<file path="src/rtl/mac_pkg.sv">
package mac_pkg;

    localparam int OP_W   = 16;
    localparam int ACC_W  = 40;
    localparam int ADDR_W = 3;

    // mode register bit positions (software visible)
    localparam int CB_UNS = 0;
    localparam int CB_ACC = 1;
    localparam int CB_NEG = 2;
    localparam int CB_ONE = 3;
    localparam int CB_SQR = 4;
    localparam int CB_CLR = 5;
    localparam int CB_WBO = 6;
    localparam int CB_OVF = 7;

    typedef enum logic [2:0] {
        RA_CTRL = 3'd0,
        RA_OPA  = 3'd1,
        RA_OPB  = 3'd2,
        RA_ACC0 = 3'd3
    } reg_addr_e;

    // stored mode bits
    typedef struct packed {
        logic wb_off;
        logic square;
        logic single;
        logic negate;
        logic accum;
        logic unsgn;
    } mode_t;

    // the part of the mode an executing operation needs
    typedef struct packed {
        logic wb_off;
        logic negate;
        logic accum;
        logic unsgn;
    } exec_t;

    function automatic exec_t to_exec(mode_t m);
        exec_t e;
        e.wb_off = m.wb_off;
        e.negate = m.negate;
        e.accum  = m.accum;
        e.unsgn  = m.unsgn;
        return e;
    endfunction

    // signed overflow of x + y = r, given sign bits
    function automatic logic add_ovf(logic sx, logic sy, logic sr);
        return (sx == sy) && (sr != sx);
    endfunction

    // signed overflow of x - y = r, given sign bits
    function automatic logic sub_ovf(logic sx, logic sy, logic sr);
        return (sx != sy) && (sr != sx);
    endfunction

endpackage

</file>
<file path="src/rtl/mac_ctrl_reg.sv">
module mac_ctrl_reg
    import mac_pkg::*;
(
    input  logic  clk,
    input  logic  rst,
    input  logic  wr_ctrl,
    input  mode_t new_mode,
    output mode_t mode
);

    always_ff @(posedge clk) begin
        if (rst) begin
            mode <= '0;
        end else if (wr_ctrl) begin
            mode <= new_mode;
        end
    end

endmodule

</file>
<file path="src/rtl/mac_trigger.sv">
module mac_trigger
    import mac_pkg::*;
#(
    parameter int OP_W = mac_pkg::OP_W
) (
    input  logic            clk,
    input  logic            rst,
    input  logic            clr,
    input  logic            wr_a,
    input  logic            wr_b,
    input  logic [OP_W-1:0] wr_data,
    input  mode_t           mode,
    output logic [OP_W-1:0] op_a,
    output logic [OP_W-1:0] op_b,
    output logic            go,
    output exec_t           go_exec
);

    logic seen_a;
    logic seen_b;
    logic fire;

    always_comb begin
        if (mode.square || mode.single) begin
            fire = wr_a || wr_b;
        end else begin
            fire = (wr_a && seen_b) || (wr_b && seen_a);
        end
    end

    always_ff @(posedge clk) begin
        if (rst || clr) begin
            op_a    <= '0;
            op_b    <= '0;
            seen_a  <= 1'b0;
            seen_b  <= 1'b0;
            go      <= 1'b0;
            go_exec <= '0;
        end else begin
            go <= fire;
            if (fire) begin
                go_exec <= to_exec(mode);
            end
            if (mode.square && (wr_a || wr_b)) begin
                op_a <= wr_data;
                op_b <= wr_data;
            end else begin
                if (wr_a) op_a <= wr_data;
                if (wr_b) op_b <= wr_data;
            end
            if (fire) begin
                seen_a <= 1'b0;
                seen_b <= 1'b0;
            end else begin
                seen_a <= seen_a || wr_a;
                seen_b <= seen_b || wr_b;
            end
        end
    end

    // a square write fills both operands and starts an operation
    p_square_load_r5: assert property (@(posedge clk) disable iff (rst)
        ((wr_a || wr_b) && mode.square && !clr) |=> (go && (op_a == op_b)));

    // every operand write starts an operation in single-operand mode
    p_single_fire_r4: assert property (@(posedge clk) disable iff (rst)
        ((wr_a || wr_b) && mode.single && !clr) |=> go);

    // with no operand write there is nothing to start
    p_no_spurious_r3: assert property (@(posedge clk) disable iff (rst)
        (!wr_a && !wr_b) |=> !go);

    // clear empties the operands and cancels any pending start
    p_clear_ops_r12: assert property (@(posedge clk) disable iff (rst)
        clr |=> (!go && (op_a == '0) && (op_b == '0)));

endmodule

</file>
<file path="src/rtl/mac_datapath.sv">
module mac_datapath
    import mac_pkg::*;
#(
    parameter int OP_W  = mac_pkg::OP_W,
    parameter int ACC_W = mac_pkg::ACC_W,
    parameter int NW    = (ACC_W + OP_W - 1) / OP_W
) (
    input  logic             clk,
    input  logic             rst,
    input  logic             clr,
    input  logic             go,
    input  exec_t            go_exec,
    input  logic [OP_W-1:0]  op_a,
    input  logic [OP_W-1:0]  op_b,
    input  logic [NW-1:0]    acc_wr,
    input  logic [OP_W-1:0]  wr_data,
    output logic [ACC_W-1:0] acc,
    output logic             ovf
);

    localparam int PW = 2 * OP_W;
    localparam int SW = ACC_W + 1;

    logic signed [PW-1:0] prod_s;
    logic [PW-1:0]        prod_u;
    logic [ACC_W-1:0]     prod;
    logic [SW-1:0]        sum;
    logic [SW-1:0]        dif;
    logic [ACC_W-1:0]     res;
    logic                 res_ovf;
    logic [ACC_W-1:0]     acc_bus;

    always_comb begin
        prod_s = PW'($signed(op_a)) * PW'($signed(op_b));
        prod_u = PW'(op_a) * PW'(op_b);
        if (go_exec.unsgn) begin
            prod = ACC_W'(prod_u);
        end else begin
            prod = ACC_W'(prod_s);
        end
        sum = {1'b0, acc} + {1'b0, prod};
        dif = {1'b0, acc} - {1'b0, prod};

        res     = prod;
        res_ovf = 1'b0;
        if (go_exec.accum) begin
            if (go_exec.negate) begin
                res     = dif[ACC_W-1:0];
                res_ovf = go_exec.unsgn ? dif[ACC_W]
                        : sub_ovf(acc[ACC_W-1], prod[ACC_W-1], dif[ACC_W-1]);
            end else begin
                res     = sum[ACC_W-1:0];
                res_ovf = go_exec.unsgn ? sum[ACC_W]
                        : add_ovf(acc[ACC_W-1], prod[ACC_W-1], sum[ACC_W-1]);
            end
        end else if (go_exec.negate) begin
            res     = {ACC_W{1'b0}} - prod;
            res_ovf = go_exec.unsgn;
        end
    end

    // bus writes to individual accumulator words
    for (genvar i = 0; i < NW; i++) begin : g_word
        localparam int LO = i * OP_W;
        localparam int WW = (ACC_W - LO < OP_W) ? (ACC_W - LO) : OP_W;
        assign acc_bus[LO +: WW] = acc_wr[i] ? wr_data[WW-1:0] : acc[LO +: WW];
    end

    always_ff @(posedge clk) begin
        if (rst || clr) begin
            acc <= '0;
            ovf <= 1'b0;
        end else if (go) begin
            ovf <= res_ovf;
            if (!go_exec.wb_off) begin
                acc <= res;
            end
        end else begin
            acc <= acc_bus;
        end
    end

    // suppressed writeback leaves the accumulator as it was
    p_wb_hold_r11: assert property (@(posedge clk) disable iff (rst)
        (go && go_exec.wb_off && !clr) |=> (acc == $past(acc)));

    // a plain multiply (not unsigned-negate) never leaves overflow set
    p_no_overflow_r10: assert property (@(posedge clk) disable iff (rst)
        (go && !clr && !go_exec.accum && !(go_exec.negate && go_exec.unsgn)) |=> !ovf);

    // unsigned negate always flags overflow
    p_uneg_flag_r8: assert property (@(posedge clk) disable iff (rst)
        (go && !clr && !go_exec.accum && go_exec.negate && go_exec.unsgn) |=> ovf);

    // clear zeroes accumulator and flag
    p_clear_acc_r12: assert property (@(posedge clk) disable iff (rst)
        clr |=> ((acc == '0) && !ovf));

endmodule

</file>
<file path="src/rtl/mac_unit.sv">
module mac_unit
    import mac_pkg::*;
#(
    parameter int OP_W   = mac_pkg::OP_W,
    parameter int ACC_W  = mac_pkg::ACC_W,
    parameter int ADDR_W = mac_pkg::ADDR_W
) (
    input  logic              clk,
    input  logic              rst,
    input  logic [ADDR_W-1:0] addr,
    input  logic              wr_en,
    input  logic [OP_W-1:0]   wr_data,
    output logic [OP_W-1:0]   rd_data
);

    localparam int NW = (ACC_W + OP_W - 1) / OP_W;

    logic             wr_ctrl;
    logic             wr_a;
    logic             wr_b;
    logic             clr;
    logic [NW-1:0]    acc_wr;
    mode_t            new_mode;
    mode_t            mode;
    logic [OP_W-1:0]  op_a;
    logic [OP_W-1:0]  op_b;
    logic             go;
    exec_t            go_exec;
    logic [ACC_W-1:0] acc;
    logic             ovf;
    logic [OP_W-1:0]  acc_word [NW];

    assign wr_ctrl = wr_en && (addr == ADDR_W'(RA_CTRL));
    assign wr_a    = wr_en && (addr == ADDR_W'(RA_OPA));
    assign wr_b    = wr_en && (addr == ADDR_W'(RA_OPB));
    assign clr     = wr_ctrl && wr_data[CB_CLR];

    always_comb begin
        new_mode.wb_off = wr_data[CB_WBO];
        new_mode.square = wr_data[CB_SQR];
        new_mode.single = wr_data[CB_ONE];
        new_mode.negate = wr_data[CB_NEG];
        new_mode.accum  = wr_data[CB_ACC];
        new_mode.unsgn  = wr_data[CB_UNS];
    end

    for (genvar i = 0; i < NW; i++) begin : g_acc_map
        localparam int LO = i * OP_W;
        localparam int WW = (ACC_W - LO < OP_W) ? (ACC_W - LO) : OP_W;
        assign acc_wr[i]   = wr_en && (addr == ADDR_W'(int'(RA_ACC0) + i));
        assign acc_word[i] = OP_W'(acc[LO +: WW]);
    end

    mac_ctrl_reg u_ctrl (
        .clk      (clk),
        .rst      (rst),
        .wr_ctrl  (wr_ctrl),
        .new_mode (new_mode),
        .mode     (mode)
    );

    mac_trigger #(.OP_W(OP_W)) u_trig (
        .clk     (clk),
        .rst     (rst),
        .clr     (clr),
        .wr_a    (wr_a),
        .wr_b    (wr_b),
        .wr_data (wr_data),
        .mode    (mode),
        .op_a    (op_a),
        .op_b    (op_b),
        .go      (go),
        .go_exec (go_exec)
    );

    mac_datapath #(.OP_W(OP_W), .ACC_W(ACC_W), .NW(NW)) u_dp (
        .clk     (clk),
        .rst     (rst),
        .clr     (clr),
        .go      (go),
        .go_exec (go_exec),
        .op_a    (op_a),
        .op_b    (op_b),
        .acc_wr  (acc_wr),
        .wr_data (wr_data),
        .acc     (acc),
        .ovf     (ovf)
    );

    always_comb begin
        rd_data = '0;
        if (addr == ADDR_W'(RA_CTRL)) begin
            rd_data = OP_W'({ovf, mode.wb_off, 1'b0, mode.square,
                             mode.single, mode.negate, mode.accum, mode.unsgn});
        end else if (addr == ADDR_W'(RA_OPA)) begin
            rd_data = op_a;
        end else if (addr == ADDR_W'(RA_OPB)) begin
            rd_data = op_b;
        end
        for (int i = 0; i < NW; i++) begin
            if (addr == ADDR_W'(int'(RA_ACC0) + i)) rd_data = acc_word[i];
        end
    end

    // the clear bit never reads back as 1
    p_clr_reads_zero_r2: assert property (@(posedge clk) disable iff (rst)
        (addr == ADDR_W'(RA_CTRL)) |-> !rd_data[CB_CLR]);

endmodule

</file>
<file path="config.mk">
export PLATFORM = sky130hd
export DESIGN_NAME = mac_unit
export DESIGN_NICKNAME = d
export VERILOG_FILES = /design/src/rtl/mac_pkg.sv /design/src/rtl/mac_ctrl_reg.sv /design/src/rtl/mac_trigger.sv /design/src/rtl/mac_datapath.sv /design/src/rtl/mac_unit.sv
export SDC_FILE = /design/constraint.sdc
export NUM_CORES = 1
export LEC_CHECK = 0
export BUFFER_PORTS_ARGS = -buffer_cell sky130_fd_sc_hd__buf_2
export CAP_MARGIN = 5
export CORE_ASPECT_RATIO = 1.4
export CORE_MARGIN = 3
export CORE_UTILIZATION = 60
export DETAILED_ROUTE_END_ITERATION = 7
export GPL_TIMING_DRIVEN = 0
export PLACE_DENSITY = 0.76
export SLEW_MARGIN = 0
export SYNTH_ARGS = -nofsm -noshare
export SYNTH_HDL_FRONTEND = slang
export SYNTH_SLANG_ARGS = --single-unit
export TNS_END_PERCENT = 50
</file>
<file path="constraint.sdc">
create_clock -name clk -period 11.9 [get_ports clk]
set_clock_uncertainty 0.2 [all_clocks]
set_input_delay 0 -clock clk [delete_from_list [all_inputs] [get_ports clk]]
set_output_delay 0 -clock clk [all_outputs]
set_load 0.05 [all_outputs]
</file>
==> out/qor.yml, run 1 <==
status:
  status: "complete, no violations"
cts:
  htree_levels: 3
  cts_max_path_buffers: 2
  clk_pin_slew_ns: 0.07
  post_cts.repair.setup_buffers: 0
  numCtsBuffers: 9
  clkLatencyLatePin_ns: 0.36
  cts_tree: "done"
  clock-root-buffer: "clkbuf_16"
  clock-sinks: 86
place:
  pre_cts_slack_ns: -0.120
  hpwl_um: 76800
  gp_congestion: 1.07
  place_inst: 3592
  port_buffers: 36
sta:
  hold_viol: 0
  fin_setup_tns_ns: 0
  hold_slack_ns: 0.0832
  slew_headroom: 0.186
  finalSetupViolations: 0
  fmax_mhz: 86.6
  slew_violations: 0
  grt_setup_unrepaired: "no"
  period_share: 0.971
  period_needed_ns: 11.55
  worstMarginPinSlew_ns: 1.22
  postLayoutSetupSlackWorst_ns: 0.351
yosys:
  avgSynthCellArea_um2: 8.13
  ys_ff_latch: 86
  postSynth.asyncResetShare: 0
  yosys_warnings: 0
  synth_area_leader_cell: "fa_1"
  synthTopCellsByArea: "fa_1, ha_1, inv_1"
  syn_nets: 3649
  syn_area_um2: 24600
  yosysSeqAreaShare: 0.0701
  synth_top_area_frac: 0.298
  syn_inst: 3021
  ys_types: 84
  synth-edff-count: 0
  synth_ff_type: "dfxtp_1"
worst_setup_path:
  r2r.worst_path.cells: 31
  required_ns: 11.96
  end_kind: "register"
  cpLargestDelayFamily: "adder cells"
  crit_buf_inv: 4
  crit_path_start: "u_trig.op_b[3]"
  cpPeakStageDelay_ns: 0.94
  startpoint_type: "register"
  path_depth: 31
  crit_slowest_cell: "fa_1"
  cp_max_fo: 10
  crit_type: "register to register"
  reg2reg_from: "u_trig.op_b[3]"
  crit_arrival_ns: 11.61
  crit_top_cell: "fa_1"
min_path:
  hold_class: "input pin to register"
  holdPathStages: 4
  hp-start: "addr[0]"
drt:
  routed_wl_um: 93000
  top_layer_used: "met5"
  wl_met3_um: 7810
  route.vias.total: 23032
  wl_met2_um: 43200
  wirelength_met1_um: 31000
  routed_via_density: 6.36
  post_drt_wl_per_cell_um: 25.7
  ant_nets: 0
  dr.pass1.iters: 6
  drcViolationCount: 0
  dr.first_iter.drc_count: 2162
layout:
  nets: 3707
  finish.utilization: 0.643
  areaGrowthSynthToFinish_pct: 5.75
  drive_above_1_share: 0.0363
  fill_cells: 3418
  layoutNonFillerInstCount: 3620
global_route:
  grt_pass1_vias: 24505
  gr-usage-all-layers: 0.431
  antenna_found_initial: 7
  overflow: 0
  grt_pass1_wl_um: 141000
  grt_max_degree: 15
run:
  cap_violations: 0
die:
  start_util: 0.608
  io_pins: 38
  core.rowCount: 87
  core_area_um2: 40400
  die_w_um: 177
  die_y_um: 245
  dieArea_um2: 43400
power:
  ir_drop_uv: 77.1
  p_leak_nw: 12.8
  power.density_nw_per_um2: 36.7
## power breakdown
group / total [mW] / switching, mW / internal, mW
logic: 0.334 / 0.226 / 0.108
clock network: 0.301 / 0.132 / 0.169
registers: 0.319 / 0.0234 / 0.295
## tightest hold or removal path, delay by kind of cell
| family | cells | cell delay (ns) |
|---|---|---|
| compound gates | 1 | 0.18 |
| buf+inv | 2 | 0.37 |
| simple gates | 1 | 0.05 |
## placed cells by master, fill, tap and decap left out, types with 20 or more instances in the layout
master and n:
xnor2_1 96, mux2i_1 65, and2_1 118, and3_1 20, a21o_1 56, fa_1 366, ha_1 240, o21a_1 20
o21ai_0 116, dlygate4sd3_1 29, nand2b_1 27, a21oi_1 188, a22oi_1 21, inv_1 543, buf_2 38, nand2_1 286
nor2_1 162, nor3_1 47, o31ai_1 23, a31oi_1 29, clkbuf_1 108, o21bai_1 20, nand3_1 40, o211ai_1 25
dfxtp_1 75
## per-stage QoR
step / total power [mW] / cell area [µm²]
final: 0.954 / 26000
after global routing: 0.981 / 26000
after CTS: 0.936 / 26000
after detailed placement: 0.641 / 25400
after global placement: 0.638 / 25400
after floorplan: 0.517 / 24600
## worst paths after layout
path | endpoint | slack [ns]
worst max-delay path | u_dp.ovf | 0.35
worst min-delay path | u_trig.seen_b | 0.08
worst max register to register | u_dp.ovf | 0.35
worst min register to register | u_dp.acc[22] | 0.31
## cell families after synthesis
| logic type | after synthesis | synth area share |
|---|---|---|
| flops | 86 | 0.0701 |
| xor+xnor | 116 | 0.0419 |
| mux | 74 | 0.0316 |
| buf+inv | 699 | 0.107 |
| compound gates | 652 | 0.174 |
| fa+ha+maj | 606 | 0.420 |
| simple gates | 788 | 0.155 |
## Yosys cell counts (all sizes together), types with 19 or more instances
master and count:
inv 544, fa 366, nand2 286, ha 240
a21oi 188, nor2 162, clkbuf 136, o21ai 127
and2 118, xnor2 96, dfxtp 86, mux2i 66
a21o 56, nor3 47, nand3 40, a31oi 29
nand2b 27, o211ai 26, o31ai 24, a22oi 21
and3 20, o21a 20, o21bai 20, a211oi 19
xor2 19
## layer usage
metal | up-vias | track usage
met5 | - | 0
met4 | 2 | 0.387
met3 | 512 | 0.0814
met2 | 1310 | 0.710
met1 | 11205 | 0.469
li1 | 10003 | -
## cell type report
class	count	area, µm²	area share
inverters	545	2050	0.0787
plain buffers	135	522	0.0201
flip-flops and latches	86	1740	0.0668
clock buffers	11	243	0.00934
clock inverters	5	57.6	0.00222
well taps	534	668	0.0257
diodes	2	5.00	0.000193
repair buffers	66	478	0.0184
multi-input cells	2236	20200	0.779
## sequential cells by signal, summed over array words and instances, names as in the netlist
register and count:
u_trig.go_exec 4, u_trig.seen_a 1, u_trig.op_b 16, u_dp.acc 40, u_trig.go 1, u_dp.ovf 1
u_ctrl.mode 6, u_trig.op_a 16, u_trig.seen_b 1
## what timing repair did
action | in CTS | in global routing
hold buffers | 29 | 0
endpoints found under the hold margin | 58 | 0
resized for setup | 1 | 32
setup endpoints to repair | 2 | 13
Power figures use the tool's default switching activity.
==> run 2, diff against run 1 <==
BUFFER_PORTS_ARGS = unset   (was -buffer_cell sky130_fd_sc_hd__buf_2)
DONT_BUFFER_PORTS = 1   (was unset)
==> out/qor.yml, run 2 (same netlist as run 1, synthesis figures left out) <==
place:
  port_buffers: 0
  hpwl_um: 76200
  place_inst: 3555
  place_area_um2: 25200
  gp_congestion: 1.07
  pre_cts_slack_ns: 0.117
global_route:
  grt_pass1_vias: 24295
  gr-usage-all-layers: 0.432
  grt_pass1_wl_um: 141000
  grt_max_degree: 19
  overflow: 0
  antenna_found_initial: 3
layout:
  finish.utilization: 0.640
  final_cell_area_um2: 25800
  mostFrequentLayoutCells: "inv_1, fa_1, nand2_1"
  register_area_um2: 1730
  reg.largest.list: "u_dp.acc: 40 flops, u_trig.op_a: 16 flops, u_trig.op_b: 16 flops"
  largest_register: "u_dp.acc"
  layoutNonFillerInstCount: 3593
  drive_above_1_share: 0.0193
  largest_register_ffs: 40
  nets: 3680
  mostFrequentLayoutCell: "inv_1"
  areaGrowthSynthToFinish_pct: 5.18
  fill_cells: 3477
  multi_input_area_um2: 20200
worst_setup_path:
  crit_path_start: "u_trig.op_b[13]"
  cp_max_fo: 10
  cpLargestDelayFamily: "compound AO/OA/AOI/OAI gates"
  endpoint: "u_dp.acc[39]"
  startpoint_type: "register"
  crit_buf_inv: 8
  crit_arrival_ns: 11.72
  crit_slowest_cell: "clkbuf_1"
  crit_type: "register to register"
  path_depth: 35
  r2r.worst_path.cells: 35
  end_kind: "register"
  crit_top_cell: "fa_1"
  crit-reg2reg-capture: "u_dp.acc[39]"
  reg2reg_slack_ns: 0.27
  cpPeakStageDelay_ns: 0.83
  required_ns: 11.99
  reg2reg_from: "u_trig.op_b[13]"
cts:
  cts_max_path_buffers: 2
  htree_levels: 3
  clk_pin_slew_ns: 0.08
  cts_tree: "done"
  clkLatencyLatePin_ns: 0.37
  clock-root-buffer: "clkbuf_16"
  clock-sinks: 86
  numCtsBuffers: 9
drt:
  routed_via_density: 6.37
  dr.first_iter.drc_count: 1891
  wirelength_met1_um: 31500
  drcViolationCount: 0
  ant_nets: 0
  wl_met3_um: 7450
  dr.pass1.iters: 6
  top_layer_used: "met4"
  post_drt_wl_per_cell_um: 25.8
  route.vias.total: 22875
  wl_met2_um: 43400
  routed_wl_um: 92600
sta:
  fmax_mhz: 86.0
  hold_viol: 1
  fin_setup_tns_ns: 0
  finalSetupViolations: 0
  worstMarginPinSlew_ns: 1.46
  period_share: 0.978
  slew_violations: 0
  slew_headroom: 0.0239
  postLayoutSetupSlackWorst_ns: 0.268
  grt_setup_unrepaired: "no"
  hold_slack_ns: -0.00759
  period_needed_ns: 11.63
status:
  status: "complete, but fails checks"
  violations: "hold timing"
power:
  power.density_nw_per_um2: 36.3
  p_leak_nw: 12.6
  fin_total_pwr_mw: 0.937
  ir_drop_uv: 67.9
die:
  die_w_um: 177
  core.rowCount: 87
  io_pins: 38
  dieArea_um2: 43400
  start_util: 0.608
  core_area_um2: 40400
  die_y_um: 245
run:
  cap_violations: 0
min_path:
  hold_class: "input pin to register"
==> run 2: layout make-up <==
type,instances,share of cell area
diodes,2,0.000194
plain buffers,141,0.0206
clock buffers,9,0.00872
clock inverters,7,0.00266
inverters,545,0.0792
multi-input cells,2236,0.783
flip-flops and latches,86,0.0668
well taps,534,0.0259
repair buffers,33,0.0128
==> run 2: power by group <==
part	total, mW	internal, mW	switching (mW)
logic	0.331	0.106	0.225
registers	0.316	0.295	0.0208
clock network	0.291	0.148	0.142
total	0.937	0.549	0.388
==> run 2: what timing repair did <==
item	4_1_cts	5_1_grt
hold endpoints to repair	79	0
endpoints found under the setup margin	0	13
setup buffers	0	0
gates resized for setup	0	6
hold buffers	33	0
==> run 2: worst min path at each step <==
stage,start,endpoint,cells past startpoint
2_1_floorplan,wr_data[0],u_ctrl.mode[0],2
3_3_place_gp,wr_data[4],u_ctrl.mode[4],2
3_5_place_dp,wr_data[2],u_ctrl.mode[2],2
4_1_cts,addr[2],u_trig.seen_a,5
5_1_grt,addr[2],u_trig.seen_a,5
6_report,addr[2],u_trig.seen_a,5
==> run 2: layer usage <==
layer	GRT usage	vias up
met3	0.0871	506
met2	0.716	1254
met1	0.472	11149
li1	-	9966
met4	0.360	0
met5	0	-
==> run 2: worst min-delay path: stages <==
cell and delay (ns):
nand2b_1 0.11, clkbuf_1 0.15, inv_1 0.07, a21oi_1 0.06, nor3_1 0.11
